`src/rtl/lcd_seq_pkg.sv`:
```
package lcd_seq_pkg;
  typedef enum logic [2:0] {
    STEP_POWER, STEP_FSET, STEP_DCTL, STEP_CLEAR, STEP_CHAR, STEP_SHIFT
  } step_e;

  typedef enum logic [1:0] {PH_WAIT, PH_SETUP, PH_STROBE} phase_e;

  localparam logic [7:0] CMD_FUNC_SET  = 8'h38;
  localparam logic [7:0] CMD_DISP_CTRL = 8'h0C;
  localparam logic [7:0] CMD_CLEAR     = 8'h01;
  localparam logic [7:0] CMD_SHIFT_L   = 8'h18;

  // Byte of a command step; data steps get their byte elsewhere
  function automatic logic [7:0] cmd_byte(step_e s);
    case (s)
      STEP_FSET:  return CMD_FUNC_SET;
      STEP_DCTL:  return CMD_DISP_CTRL;
      STEP_CLEAR: return CMD_CLEAR;
      default:    return CMD_SHIFT_L;
    endcase
  endfunction
endpackage

```
`src/rtl/lcd_us_timebase.sv`:
```
module lcd_us_timebase #(
  parameter int CLK_PER_US = 100
) (
  input  logic clk,
  input  logic rst,
  output logic tick_o
);
  localparam int DW = (CLK_PER_US > 1) ? $clog2(CLK_PER_US) : 1;
  localparam logic [DW-1:0] LAST = DW'(CLK_PER_US - 1);

  logic [DW-1:0] div_q;
  logic          wrap;

  assign wrap   = (div_q == LAST);
  assign tick_o = wrap;

  always_ff @(posedge clk) begin
    if (rst)       div_q <= '0;
    else if (wrap) div_q <= '0;
    else           div_q <= div_q + 1'b1;
  end

  AST_DIV_RANGE: assert property (@(posedge clk) disable iff (rst)
    div_q <= LAST);
  AST_TICK_GAP: assert property (@(posedge clk) disable iff (rst)
    (CLK_PER_US > 1) && tick_o |=> !tick_o);
endmodule

```
`src/rtl/lcd_delay_timer.sv`:
```
module lcd_delay_timer #(
  parameter int CW = 18
) (
  input  logic          clk,
  input  logic          rst,
  input  logic          tick_i,
  input  logic          run_i,
  input  logic [CW-1:0] term_i,
  output logic          expire_o
);
  logic [CW-1:0] cnt_q;
  logic          step;

  assign step     = run_i && tick_i;
  assign expire_o = step && (cnt_q == term_i);

  always_ff @(posedge clk) begin
    if (rst)           cnt_q <= '0;
    else if (expire_o) cnt_q <= '0;
    else if (step)     cnt_q <= cnt_q + 1'b1;
  end

  AST_CNT_BOUND: assert property (@(posedge clk) disable iff (rst)
    run_i |-> cnt_q <= term_i);
  AST_CNT_IDLE: assert property (@(posedge clk) disable iff (rst)
    !run_i |-> cnt_q == '0);
endmodule

```
`src/rtl/lcd_seq_fsm.sv`:
```
module lcd_seq_fsm
  import lcd_seq_pkg::*;
#(
  parameter int NUM_CHARS    = 16,
  parameter logic [8*NUM_CHARS-1:0] LINE_TEXT = "SCROLLING TEXT  ",
  parameter int DLY_POWER_US = 20000,
  parameter int DLY_CMD_US   = 40,
  parameter int DLY_CLEAR_US = 1600,
  parameter int DLY_CHAR_US  = 2600,
  parameter int DLY_SHIFT_US = 250000,
  parameter int CW           = 18
) (
  input  logic          clk,
  input  logic          rst,
  input  logic          tick_i,
  input  logic          expire_i,
  output logic          run_o,
  output logic [CW-1:0] term_o,
  output logic [7:0]    data_o,
  output logic          rs_o,
  output logic          en_o,
  output logic          done_o
);
  localparam int IW = (NUM_CHARS > 1) ? $clog2(NUM_CHARS) : 1;
  localparam logic [IW-1:0] LAST_IDX = IW'(NUM_CHARS - 1);

  step_e         step_q, nxt_step;
  phase_e        phase_q;
  logic [IW-1:0] idx_q, nxt_idx;
  logic [7:0]    data_q;
  logic          rs_q, done_q;
  logic          last_char, strobe_end;

  // Wait length in ticks for the byte just sent, minus one
  function automatic logic [CW-1:0] term_for(step_e s);
    case (s)
      STEP_POWER: return CW'(DLY_POWER_US - 1);
      STEP_FSET,
      STEP_DCTL:  return CW'(DLY_CMD_US - 1);
      STEP_CLEAR: return CW'(DLY_CLEAR_US - 1);
      STEP_CHAR:  return CW'(DLY_CHAR_US - 1);
      default:    return CW'(DLY_SHIFT_US - 1);
    endcase
  endfunction

  function automatic logic [7:0] char_at(logic [IW-1:0] i);
    return LINE_TEXT[8*(NUM_CHARS - 1 - int'(i)) +: 8];
  endfunction

  assign last_char  = (step_q == STEP_CHAR) && (idx_q == LAST_IDX);
  assign strobe_end = (phase_q == PH_STROBE) && tick_i;
  assign run_o      = (phase_q == PH_WAIT);
  assign term_o     = term_for(step_q);

  always_comb begin
    nxt_step = step_q;
    nxt_idx  = idx_q;
    case (step_q)
      STEP_POWER: nxt_step = STEP_FSET;
      STEP_FSET:  nxt_step = STEP_DCTL;
      STEP_DCTL:  nxt_step = STEP_CLEAR;
      STEP_CLEAR: begin nxt_step = STEP_CHAR; nxt_idx = '0; end
      STEP_CHAR: begin
        if (idx_q == LAST_IDX) nxt_step = STEP_SHIFT;
        else                   nxt_idx  = idx_q + 1'b1;
      end
      default:    nxt_step = STEP_SHIFT;
    endcase
  end

  always_ff @(posedge clk) begin
    if (rst) begin
      step_q  <= STEP_POWER;
      phase_q <= PH_WAIT;
      idx_q   <= '0;
      data_q  <= '0;
      rs_q    <= 1'b0;
      done_q  <= 1'b0;
    end else begin
      case (phase_q)
        PH_WAIT: if (expire_i) begin
          step_q  <= nxt_step;
          idx_q   <= nxt_idx;
          phase_q <= PH_SETUP;
          rs_q    <= (nxt_step == STEP_CHAR);
          data_q  <= (nxt_step == STEP_CHAR) ? char_at(nxt_idx) : cmd_byte(nxt_step);
        end
        PH_SETUP: if (tick_i) phase_q <= PH_STROBE;
        default: if (strobe_end) begin
          phase_q <= PH_WAIT;
          if (last_char) done_q <= 1'b1;
        end
      endcase
    end
  end

  assign data_o = data_q;
  assign rs_o   = rs_q;
  assign en_o   = (phase_q == PH_STROBE);
  assign done_o = done_q;

  AST_EN_ON_TICK: assert property (@(posedge clk) disable iff (rst)
    $rose(en_o) |-> $past(tick_i));
  AST_BUS_STABLE: assert property (@(posedge clk) disable iff (rst)
    en_o |-> $stable(data_q) && $stable(rs_q));
  AST_SHIFT_IS_CMD: assert property (@(posedge clk) disable iff (rst)
    (step_q == STEP_SHIFT) && en_o |-> !rs_q && data_q == CMD_SHIFT_L);
  AST_DONE_STICKY: assert property (@(posedge clk) disable iff (rst)
    done_q |=> done_q);
endmodule

```
`src/rtl/lcd_cmd_seq.sv`:
```
module lcd_cmd_seq #(
  parameter int CLK_PER_US   = 100,
  parameter int NUM_CHARS    = 16,
  parameter logic [8*NUM_CHARS-1:0] LINE_TEXT = "SCROLLING TEXT  ",
  parameter int DLY_POWER_US = 20000,
  parameter int DLY_CMD_US   = 40,
  parameter int DLY_CLEAR_US = 1600,
  parameter int DLY_CHAR_US  = 2600,
  parameter int DLY_SHIFT_US = 250000
) (
  input  logic       clk,
  input  logic       rst,
  output logic [7:0] lcd_data_o,
  output logic       lcd_rs_o,
  output logic       lcd_rw_o,
  output logic       lcd_en_o,
  output logic       text_done_o
);
  localparam int MAX_A  = (DLY_POWER_US > DLY_SHIFT_US) ? DLY_POWER_US : DLY_SHIFT_US;
  localparam int MAX_B  = (DLY_CLEAR_US > DLY_CHAR_US) ? DLY_CLEAR_US : DLY_CHAR_US;
  localparam int MAX_AB = (MAX_A > MAX_B) ? MAX_A : MAX_B;
  localparam int MAX_D  = (MAX_AB > DLY_CMD_US) ? MAX_AB : DLY_CMD_US;
  localparam int CW     = $clog2(MAX_D + 1);

  logic          us_tick, wait_run, wait_expire;
  logic [CW-1:0] wait_term;

  lcd_us_timebase #(.CLK_PER_US(CLK_PER_US)) u_timebase (
    .clk(clk), .rst(rst), .tick_o(us_tick)
  );

  lcd_delay_timer #(.CW(CW)) u_timer (
    .clk(clk), .rst(rst), .tick_i(us_tick), .run_i(wait_run),
    .term_i(wait_term), .expire_o(wait_expire)
  );

  lcd_seq_fsm #(
    .NUM_CHARS(NUM_CHARS), .LINE_TEXT(LINE_TEXT),
    .DLY_POWER_US(DLY_POWER_US), .DLY_CMD_US(DLY_CMD_US),
    .DLY_CLEAR_US(DLY_CLEAR_US), .DLY_CHAR_US(DLY_CHAR_US),
    .DLY_SHIFT_US(DLY_SHIFT_US), .CW(CW)
  ) u_fsm (
    .clk(clk), .rst(rst), .tick_i(us_tick), .expire_i(wait_expire),
    .run_o(wait_run), .term_o(wait_term), .data_o(lcd_data_o),
    .rs_o(lcd_rs_o), .en_o(lcd_en_o), .done_o(text_done_o)
  );

  assign lcd_rw_o = 1'b0;
endmodule

```
`config.mk`:
```
export PLATFORM = sky130hd
export DESIGN_NAME = lcd_cmd_seq
export DESIGN_NICKNAME = d
export VERILOG_FILES = /design/src/rtl/lcd_seq_pkg.sv /design/src/rtl/lcd_us_timebase.sv /design/src/rtl/lcd_delay_timer.sv /design/src/rtl/lcd_seq_fsm.sv /design/src/rtl/lcd_cmd_seq.sv
export SDC_FILE = /design/constraint.sdc
export NUM_CORES = 1
export LEC_CHECK = 0
export CORE_MARGIN = 2
export CORE_UTILIZATION = 53
export DETAILED_ROUTE_END_ITERATION = 7
export MAX_ROUTING_LAYER = met4
export PLACE_DENSITY = 0.75
export SYNTH_ARGS = -nofsm -noshare
export SYNTH_HDL_FRONTEND = slang
export SYNTH_SLANG_ARGS = --single-unit
```
`constraint.sdc`:
```
create_clock -name clk -period 2.34 [get_ports clk]
set_input_delay 0.702 -clock clk [delete_from_list [all_inputs] [get_ports clk]]
set_output_delay 0.702 -clock clk [all_outputs]
set_load 0.1 [all_outputs]
```
# After elaboration in Yosys (flattened, before gate mapping)
# Index checks and enable logic that the tools add are counted.
# word_totals
reg_bits	44
input_bits	2
output_inout_bits	12
elab_cells	54
# classes
reduce_logical	14
eq_ne	15
shifts	1
muxes	11
n_bitwise	1
addsub	4
# ops
op	n
variable part select 128 x 32 -> 8 bit, first input constant	1
case mux 18 bit (4 select lines)	1
adder 18 x 1 -> 18 bit, second input constant	1
equality test 18 bit	1
case mux 6 bit (3 select lines)	1
case mux 3 bit (5 select lines)	1
equality test 3 x 2 -> 1 bit, second input constant	4
2-to-1 mux 8 bit	1
case mux 4 bit (2 select lines)	1
OR reduction 2 bit	4
adder 7 x 1 -> 7 bit, second input constant	1
equality test 7 bit, second input constant	1
equality test 3 x 1 -> 1 bit, second input constant	2
equality test 3 bit, second input constant	2
2-to-1 mux 2 bit	3
AND reduction 3 bit	2
subtractor 4 x 4 -> 5 bit, first input constant	1
adder 4 x 1 -> 4 bit, second input constant	1
equality test 4 bit, second input constant	1
logical AND 1 bit	4
2-to-1 mux 4 bit	1
!= test 2 x 1 -> 1 bit, second input constant	2
case mux 2 bit (2 select lines)	1
zero test 3 bit	1
7 further kinds	7

# Depth between registers and ports, before layout
# Gate-level depths: netlist of run 1.
# depth
ltp_word	7
ltp_mapped	10
mapped_depth_nobuf	10

# Modules after synthesis
# From an unflattened synthesis of run 1, not the netlist that was laid out.
# hier_totals
cells_unflattened	323
area_unflattened_um2	2680.1
# by_module_without_submodules
module	seq_area_each_um2	area_per_inst_um2	instances	cells_each
lcd_seq_fsm	360.3	1338.8	1	172
lcd_delay_timer	360.3	1023.5	1	116
lcd_us_timebase	140.1	306.5	1	33
lcd_cmd_seq	0.0	11.3	1	2

# Worst setup path after synthesis of run 1
# OpenSTA, ideal clock, no wires.
# synth_timing
kind	flip-flop to output port
start	reg u_fsm.phase_q[1]
end	out lcd_en_o
path_slack_ps	-122
arrival_ps	1760
required_time_ps	1638
stages_incl_launch_ff	2
path_cell_list	dfxtp_1 -> nor2b_1
# synth_via
elab_chain_len	1
# synth_rtl
item	line	rtl
start: declaration	lcd_seq_fsm.sv:28	phase_e phase_q;
start signal: assignment	lcd_seq_fsm.sv:74	phase_q <= PH_WAIT;
start signal: assignment	lcd_seq_fsm.sv:84	phase_q <= PH_SETUP;
start signal: assignment	lcd_seq_fsm.sv:88	PH_SETUP: if (tick_i) phase_q <= PH_STROBE;
equality test 2 bit	lcd_seq_fsm.sv:99	assign en_o = (phase_q == PH_STROBE);
end: declaration	lcd_cmd_seq.sv:16	output logic lcd_en_o,
# Every way passes these cells.

# Worst setup path in the final report of run 1
# layout_timing
start	reg u_fsm.idx_q[0]
end	reg u_fsm.data_q[2] (netlist: u_fsm.data_o[2])
# layout_via
elab_chain_len	6
# layout_rtl
item	line	rtl
start: declaration	lcd_seq_fsm.sv:29	logic [IW-1:0] idx_q, nxt_idx;
start signal: assignment	lcd_seq_fsm.sv:83	idx_q <= nxt_idx;
adder 4 x 1 -> 4 bit or equality test 4 bit (tied branches)	lcd_seq_fsm.sv:65, lcd_seq_fsm.sv:64	
2-to-1 mux 4 bit (*)	lcd_seq_fsm.sv:64	if (idx_q == LAST_IDX) nxt_step = STEP_SHIFT;
case mux 4 bit (2 select lines) (*)	lcd_seq_fsm.sv:58	case (step_q)
via u_fsm.nxt_idx[1]	lcd_seq_fsm.sv:29	
subtractor 4 x 4 -> 5 bit (*)	lcd_seq_fsm.sv:47	return LINE_TEXT[8*(NUM_CHARS - 1 - int'(i)) +: 8];
variable part select 128 x 32 -> 8 bit (*)	lcd_seq_fsm.sv:47	
2-to-1 mux 8 bit (*)	lcd_seq_fsm.sv:86	data_q <= (nxt_step == STEP_CHAR) ? char_at(nxt_idx) : cmd_byte(nxt_step);
end signal: assignment	lcd_seq_fsm.sv:86	
end: declaration	lcd_seq_fsm.sv:30	logic [7:0] data_q;
# Mark *: on every way through the listed nets, which the timed path passes. The rest lies on a longest branch.
# A chain may end at the register's enable or synchronous reset.

==> results of run 1 <==
==> Yosys cell counts (all sizes together) (3+ instances only) <==
master and count:
a2111oi 3, nand3 21, a31oi 3, nor2 46, nand2 22, dfxtp 43
nor3 12, buf 11, nor3b 3, nor4 4, a21oi 19, and3 5
nor2b 4, nand2b 6, mux2i 9, xnor2 4, clkbuf 5, inv 5
o21ai 18, ha 9, xor2 18
==> through the flow <==
stage / util [%] / hold slack, ns
final: 66.4 / 0.442
after global routing: 66.4 / 0.456
after CTS: 64.4 / 0.463
after detailed placement: 61.4 / 0.452
after global placement: 61.4 / 0.445
after floorplan: - / 0.452
==> kinds of logic after synthesis <==
| logic type | count (synthesis) | synth area share, % |
|---|---|---|
| other | 1 | 0.153 |
| adder cells (fa/ha/maj) | 9 | 4.59 |
| AND/OR/NAND/NOR | 131 | 26.2 |
| AO/OA/AOI/OAI | 61 | 16.6 |
| buffers and inverters | 21 | 4.85 |
| flip-flops | 43 | 35.1 |
| multiplexers | 11 | 4.59 |
| XOR/XNOR | 22 | 7.86 |
==> layout make-up <==
cell class,count,area (um2)
Inverter,5,18.8
Multi-Input combinational cell,236,1540
Sequential cell,43,866
Timing Repair Buffer,35,303
Clock inverter,2,60.1
Tap cell,52,65.1
Fill cell,383,1490
Clock buffer,6,72.6
==> where the power goes <==
group / switching (W) / total (W) / leakage (nW) / internal, W
sequential: 0.00000493 / 0.000741 / 0.348 / 0.000736
clock: 0.000250 / 0.000677 / 0.0654 / 0.000426
combinational: 0.0000310 / 0.0000438 / 0.644 / 0.0000128
total: 0.000286 / 0.00146 / 1.06 / 0.00118
==> worst max path at each step <==
stage	to	slack [ns]
final	u_fsm.data_o[2]$_SDFFE_PP0P_	0.12
after global routing	u_fsm.data_o[2]$_SDFFE_PP0P_	-0.03
after CTS	u_fsm.data_o[2]$_SDFFE_PP0P_	0.03
after detailed placement	u_fsm.data_o[2]$_SDFFE_PP0P_	0.05
after global placement	u_fsm.data_o[2]$_SDFFE_PP0P_	0.06
after floorplan	u_fsm.data_o[2]$_SDFFE_PP0P_	0.14
==> layer usage <==
| metal | global-route usage, % | vias up | share of wire, % |
|---|---|---|---|
| met3 | 4.03 | 16 | 2.7 |
| li1 | - | 1100 | - |
| met2 | 34.8 | 36 | 48 |
| met4 | 11.1 | 0 | 2.5 |
| met1 | 28.5 | 1033 | 46 |
| met5 | - | - | 0 |
==> state kept, by name, indices dropped and copies added (netlist names) <==
name and cells:
u_timer.cnt_q 18, u_fsm.data_o 7, u_timebase.div_q 7, u_fsm.idx_q 4
u_fsm.step_q 3, u_fsm.phase_q 2, u_fsm.done_o 1, u_fsm.rs_o 1
==> worst reg2reg max path: cells and delay by family, from the launching register on <==
| kind | cells | cell delay [ns] |
|---|---|---|
| buffers and inverters | 1 | 0.15 |
| adder cells (fa/ha/maj) | 2 | 0.42 |
| AO/OA/AOI/OAI | 5 | 1.00 |
| flip-flops | 1 | 0.40 |
| AND/OR/NAND/NOR | 1 | 0.20 |
==> timing repair <==
item                       CTS  global route
buffers inserted             0             3
setup endpoints to repair    0            32
resized for setup            0            17
==> impl_metrics.tcl, run 1 <==
set metrics [dict create \
    outcome "finished clean" \
    final_cell_mix "nor2_1, dfxtp_1, buf_4" \
    synth_warnings 0 \
    power_w 0.00146 \
    reg2reg_slack_ns 0.12 \
    via_per_inst 5.77 \
    grt_max_degree 22 \
    io_pins 14 \
    antenna_cells 0 \
    cp_slowest_cell "dfxtp_2" \
    drt-total-wl_um 5430 \
    r2r-end "u_fsm.data_o[2]$_SDFFE_PP0P_" \
    grt_pass1_wl_um 9050 \
    ff2ff_path_depth 9 \
    synthDistinctLibCells 53 \
    async_flop_share_pct 0 \
    wl_per_cell_um 14.3 \
    clock_skew_ns 0.00905 \
    dpl-instance-area_mm2 0.00271 \
    routabilityCongestion 0.888 \
    path_class "flip-flop to flip-flop" \
    synth_flop_cell "dfxtp_1" \
    min_path_cells 1 \
    leakagePower_nw 1.06 \
    ir_drop_uv 299 \
    setup_violations 0 \
    grt_pass1_vias 2017 \
    worstPathArrival_ns 2.46 \
    cts_sinks 43 \
    area_growth_pct 19.4 \
    cts_buffer_depth 2 \
    reg2reg_from "u_fsm.idx_q[0]$_SDFFE_PP0P_" \
    worst_pin_slew_ns 0.522 \
    drt_pass1_iterations 4 \
    fin_nets 337 \
    die_h_um 72.0 \
    syn_area_per_cell_um2 8.20 \
    gr-total-overflow 0 \
    dp_hpwl_um 3940 \
    hold-path-endpoint "u_timebase.div_q[0]$_SDFF_PP0_" \
    timing.final.crit_share_pct 94.7 \
    drv_slew 0 \
    holdCritPathClass "flip-flop to flip-flop" \
    io_buffers 11 \
    max_stage_delay_ns 0.40 \
    synth.largest_area_cell "dfxtp_1" \
    core_mm2 0.00441 \
    crit_path_end_kind "flip-flop" \
    hold_start "u_timebase.div_q[0]$_SDFF_PP0_" \
    worstPathMaxFanout 7 \
    netlist_instances 299 \
    worstPathCellList "ha_1 -> nand3_2 -> a211oi_4 -> inv_1 -> ha_1 -> o21ai_0 -> o311ai_1 -> o22a_1 -> a21oi_2" \
    clk_latency_ns 0.30 \
    antenna_found_initial 0 \
    final_cell_area_mm2 0.00293 \
    synth_edf_count 0 \
    crit_start "u_fsm.idx_q[0]$_SDFFE_PP0P_" \
    yosysTopAreaCellShare_pct 35.1 \
    path_depth 9 \
    start_util_pct 55.6 \
    final_common_cell "nor2_1" \
    seq_area_frac_synth_pct 35.1 \
    finalSetupTns_ns 0 \
    row_count 24 \
    timing.fmax_mhz 451 \
    worstPathRequired_ns 2.59 \
    die_w_um 72.0 \
    place_inst 368 \
    layout-drive-gt1-share_pct 20.5 \
    min_period_ns 2.22 \
    worst_slack_ns 0.125 \
    drt_iter0_drc 100 \
    synth_seq_cells 43 \
    synthTopCellsByArea "dfxtp_1, nor2_1, xor2_1, ha_1, nand3_1" \
    cts_hold_buf 0 \
    cts_buffers 5 \
    grt_use_total_pct 22.5 \
    cts_tree "yes" \
    clk_pin_slew_ns 0.08 \
    finalHoldViolations 0 \
    netlist_area_mm2 0.00245 \
    cts-root-buf "clkbuf_8" \
    dieArea_mm2 0.00519 \
    maxCapViolCount 0 \
    crit_family "compound AO/OA/AOI/OAI gates" \
    start_kind "flip-flop" \
    power.density_mw_per_mm2 499 \
    path_common_cell "ha_1" \
    via_count 2185 \
    drc 0 \
    cts_max_level 2 \
    final_cells 379 \
    slew_headroom_pct 65.0 \
    ant_nets 0 \
    cp.buffers_inverters 1 \
    dp_worst_setup_slack_ns 0.0530 \
]
Power figures use the tool's default switching activity.
==> run 2: changes to the inputs <==
--- a/config.mk
+++ b/config.mk
@@ -6,10 +6,9 @@
 export NUM_CORES = 1
 export LEC_CHECK = 0
 export CORE_MARGIN = 2
-export CORE_UTILIZATION = 53
+export CORE_UTILIZATION = 36
 export DETAILED_ROUTE_END_ITERATION = 7
 export MAX_ROUTING_LAYER = met4
-export PLACE_DENSITY = 0.75
 export SYNTH_ARGS = -nofsm -noshare
 export SYNTH_HDL_FRONTEND = slang
 export SYNTH_SLANG_ARGS = --single-unit
==> run 2 against run 1 <==
Compared with the run above:
- worst hold slack better by 0.010 ns
- final cell count is 9.8% higher
- first-iteration DRC count is 84% higher
- flip-flop and latch count is the same
- clock skew down 0.0013 ns
- register-to-register slack lost 0.03 ns
- sequential share of layout area decreased by 1.1 points
- maximum frequency is 1.2% lower
- sequential power hardly changed
- worst setup slack got worse by 0.028 ns
- routed wire length up 6.7%
- cell area increased by 3.6%
==> impl_metrics.tcl, run 2 (same netlist as run 1, synthesis figures left out) <==
set metrics [dict create \
    core_mm2 0.00668 \
    die_h_um 86.5 \
    maxCapViolCount 0 \
    finalHoldViolations 0 \
    antenna_found_initial 0 \
    clk_latency_ns 0.30 \
    min_path_cells 2 \
    fin_nets 346 \
    outcome "finished clean" \
    cts_buffer_depth 2 \
    largest_reg_flops 18 \
    via_count 2220 \
    layout-drive-gt1-share_pct 22.3 \
    grt_pass1_vias 2025 \
    slew_headroom_pct 61.5 \
    final_cells 416 \
    clk_pin_slew_ns 0.09 \
    place_inst 401 \
    min_period_ns 2.24 \
    ff2ff_path_depth 10 \
    grt_pass1_wl_um 9600 \
    routabilityCongestion 0.868 \
    cts_sinks 43 \
    dieArea_mm2 0.00749 \
    crit_path_end_kind "flip-flop" \
    area_growth_pct 23.8 \
    timing.hold.ws_ns 0.453 \
    drc 0 \
    reg2reg_slack_ns 0.1 \
    rsz0062_at_grt "yes" \
    worstPathMaxFanout 5 \
    antenna_cells 0 \
    grt_max_degree 22 \
    start_util_pct 36.7 \
    cts-root-buf "clkbuf_8" \
    crit_end "u_fsm.idx_q[2]$_SDFFE_PP0P_" \
    start_kind "flip-flop" \
    dp_hpwl_um 4070 \
    holdCritPathClass "flip-flop to flip-flop" \
    path_common_cell "nor3_4" \
    r2r-end "u_fsm.idx_q[2]$_SDFFE_PP0P_" \
    drv_slew 0 \
    worst_pin_slew_ns 0.573 \
    final_cell_mix "nor2_1, dfxtp_1, buf_4" \
    cts_max_level 2 \
    timing.final.crit_share_pct 95.9 \
    worstPathArrival_ns 2.45 \
    ant_nets 0 \
    row_count 30 \
    timing.fmax_mhz 446 \
    leakagePower_nw 1.12 \
    drt_iter0_drc 184 \
    power.density_mw_per_mm2 456 \
    path_class "flip-flop to flip-flop" \
    via_per_inst 5.34 \
    drt-total-wl_um 5790 \
    ir_drop_uv 290 \
    post-route-util_pct 45.4 \
    worstPathRequired_ns 2.54 \
    reg2reg_from "u_timebase.div_q[1]$_SDFF_PP0_" \
    gr-total-overflow 0 \
    regMostFlops "u_timer.cnt_q" \
    io_pins 14 \
    cts_tree "yes" \
    max_stage_delay_ns 0.35 \
    die_w_um 86.5 \
    worstPathCellList "ha_2 -> nand2_1 -> or3_4 -> nor3_4 -> o2111ai_2 -> nor3_4 -> buf_4 -> clkbuf_16 -> mux2i_1 -> nor2_1" \
    wl_per_cell_um 13.9 \
    clock_skew_ns 0.00776 \
    grt_use_total_pct 16.4 \
    final_common_cell "nor2_1" \
    cp_slowest_cell "or3_4" \
    crit_start "u_timebase.div_q[1]$_SDFF_PP0_" \
    drt_pass1_iterations 5 \
    cts_buffers 5 \
    io_buffers 11 \
    setup_violations 0 \
]
-- run 2: cell types whose count changed in the layout (fill, tap and decap cells not counted), moves of 2 or more --
cell	delta
a211oi_2	+2
a211oi_4	-2
buf_4	+7
clkbuf_16	+2
-- run 2: power by group --
part	internal, W	total (W)	switching, W
logic	0.0000152	0.0000489	0.0000337
clock network	0.000318	0.000595	0.000277
registers	0.000736	0.000741	0.00000468
total	0.00107	0.00138	0.000315
-- run 2: area by class of cell --
type	instances	area (um2)
Clock buffer	5	68.8
Clock inverter	3	43.8
Fill cell	657	3650
Inverter	5	18.8
Multi-Input combinational cell	236	1530
Sequential cell	43	865
Tap cell	80	100
Timing Repair Buffer	44	405
-- run 2: per-layer routing --
metal,track usage [%],share of wire [%],wire (um),up-vias
li1,-,-,-,1116
met1,21.4,46,2640,1043
met2,26.2,49,2820,52
met3,2.67,4.1,239,9
met4,5.26,1.7,99,0
met5,-,0,0,-
-- run 2: what timing repair did --
item	in CTS	in global routing
gates cloned	0	2
buffers inserted	1	4
gates resized for setup	0	14
pin swaps	1	3
setup endpoints to repair	1	31
hold buffers	0	0
endpoints found under the hold margin	0	0
-- run 2: worst min-delay path by stage --
stage	startpoint	to	slack, ns
after floorplan	u_timer.cnt_q[1]$_SDFFE_PP0P_	u_timer.cnt_q[1]$_SDFFE_PP0P_	0.45
after global placement	u_fsm.data_o[3]$_SDFFE_PP0P_	u_fsm.data_o[3]$_SDFFE_PP0P_	0.44
after detailed placement	u_fsm.data_o[6]$_SDFFE_PP0P_	u_fsm.data_o[6]$_SDFFE_PP0P_	0.44
after CTS	u_fsm.data_o[3]$_SDFFE_PP0P_	u_fsm.data_o[3]$_SDFFE_PP0P_	0.46
after global routing	u_fsm.data_o[1]$_SDFFE_PP0P_	u_fsm.data_o[1]$_SDFFE_PP0P_	0.48
final	u_fsm.data_o[3]$_SDFFE_PP0P_	u_fsm.data_o[3]$_SDFFE_PP0P_	0.45
-- run 2: stage by stage --
stage / setup TNS [ns] / total power (W) / instance area, um2 / setup WS (ns)
3_5_place_dp: 0 / 0.000806 / 2790 / 0.00718
3_3_place_gp: 0 / 0.000805 / 2790 / 0.0400
2_1_floorplan: 0 / 0.000793 / 2460 / 0.135
5_1_grt: -0.133 / 0.00142 / 3040 / -0.0333
4_1_cts: 0 / 0.00140 / 2910 / 0.0534
6_report: 0 / 0.00138 / 3040 / 0.0971
-- run 2: worst max-delay path, delay by kind of cell (launching register included) --
family	cells	cell delay, ns
DFF	1	0.34
AOI/OAI and AO/OA	1	0.19
and+or+nand+nor	5	0.95
buffers and inverters	2	0.31
muxes	1	0.17
adders and majority gates	1	0.17
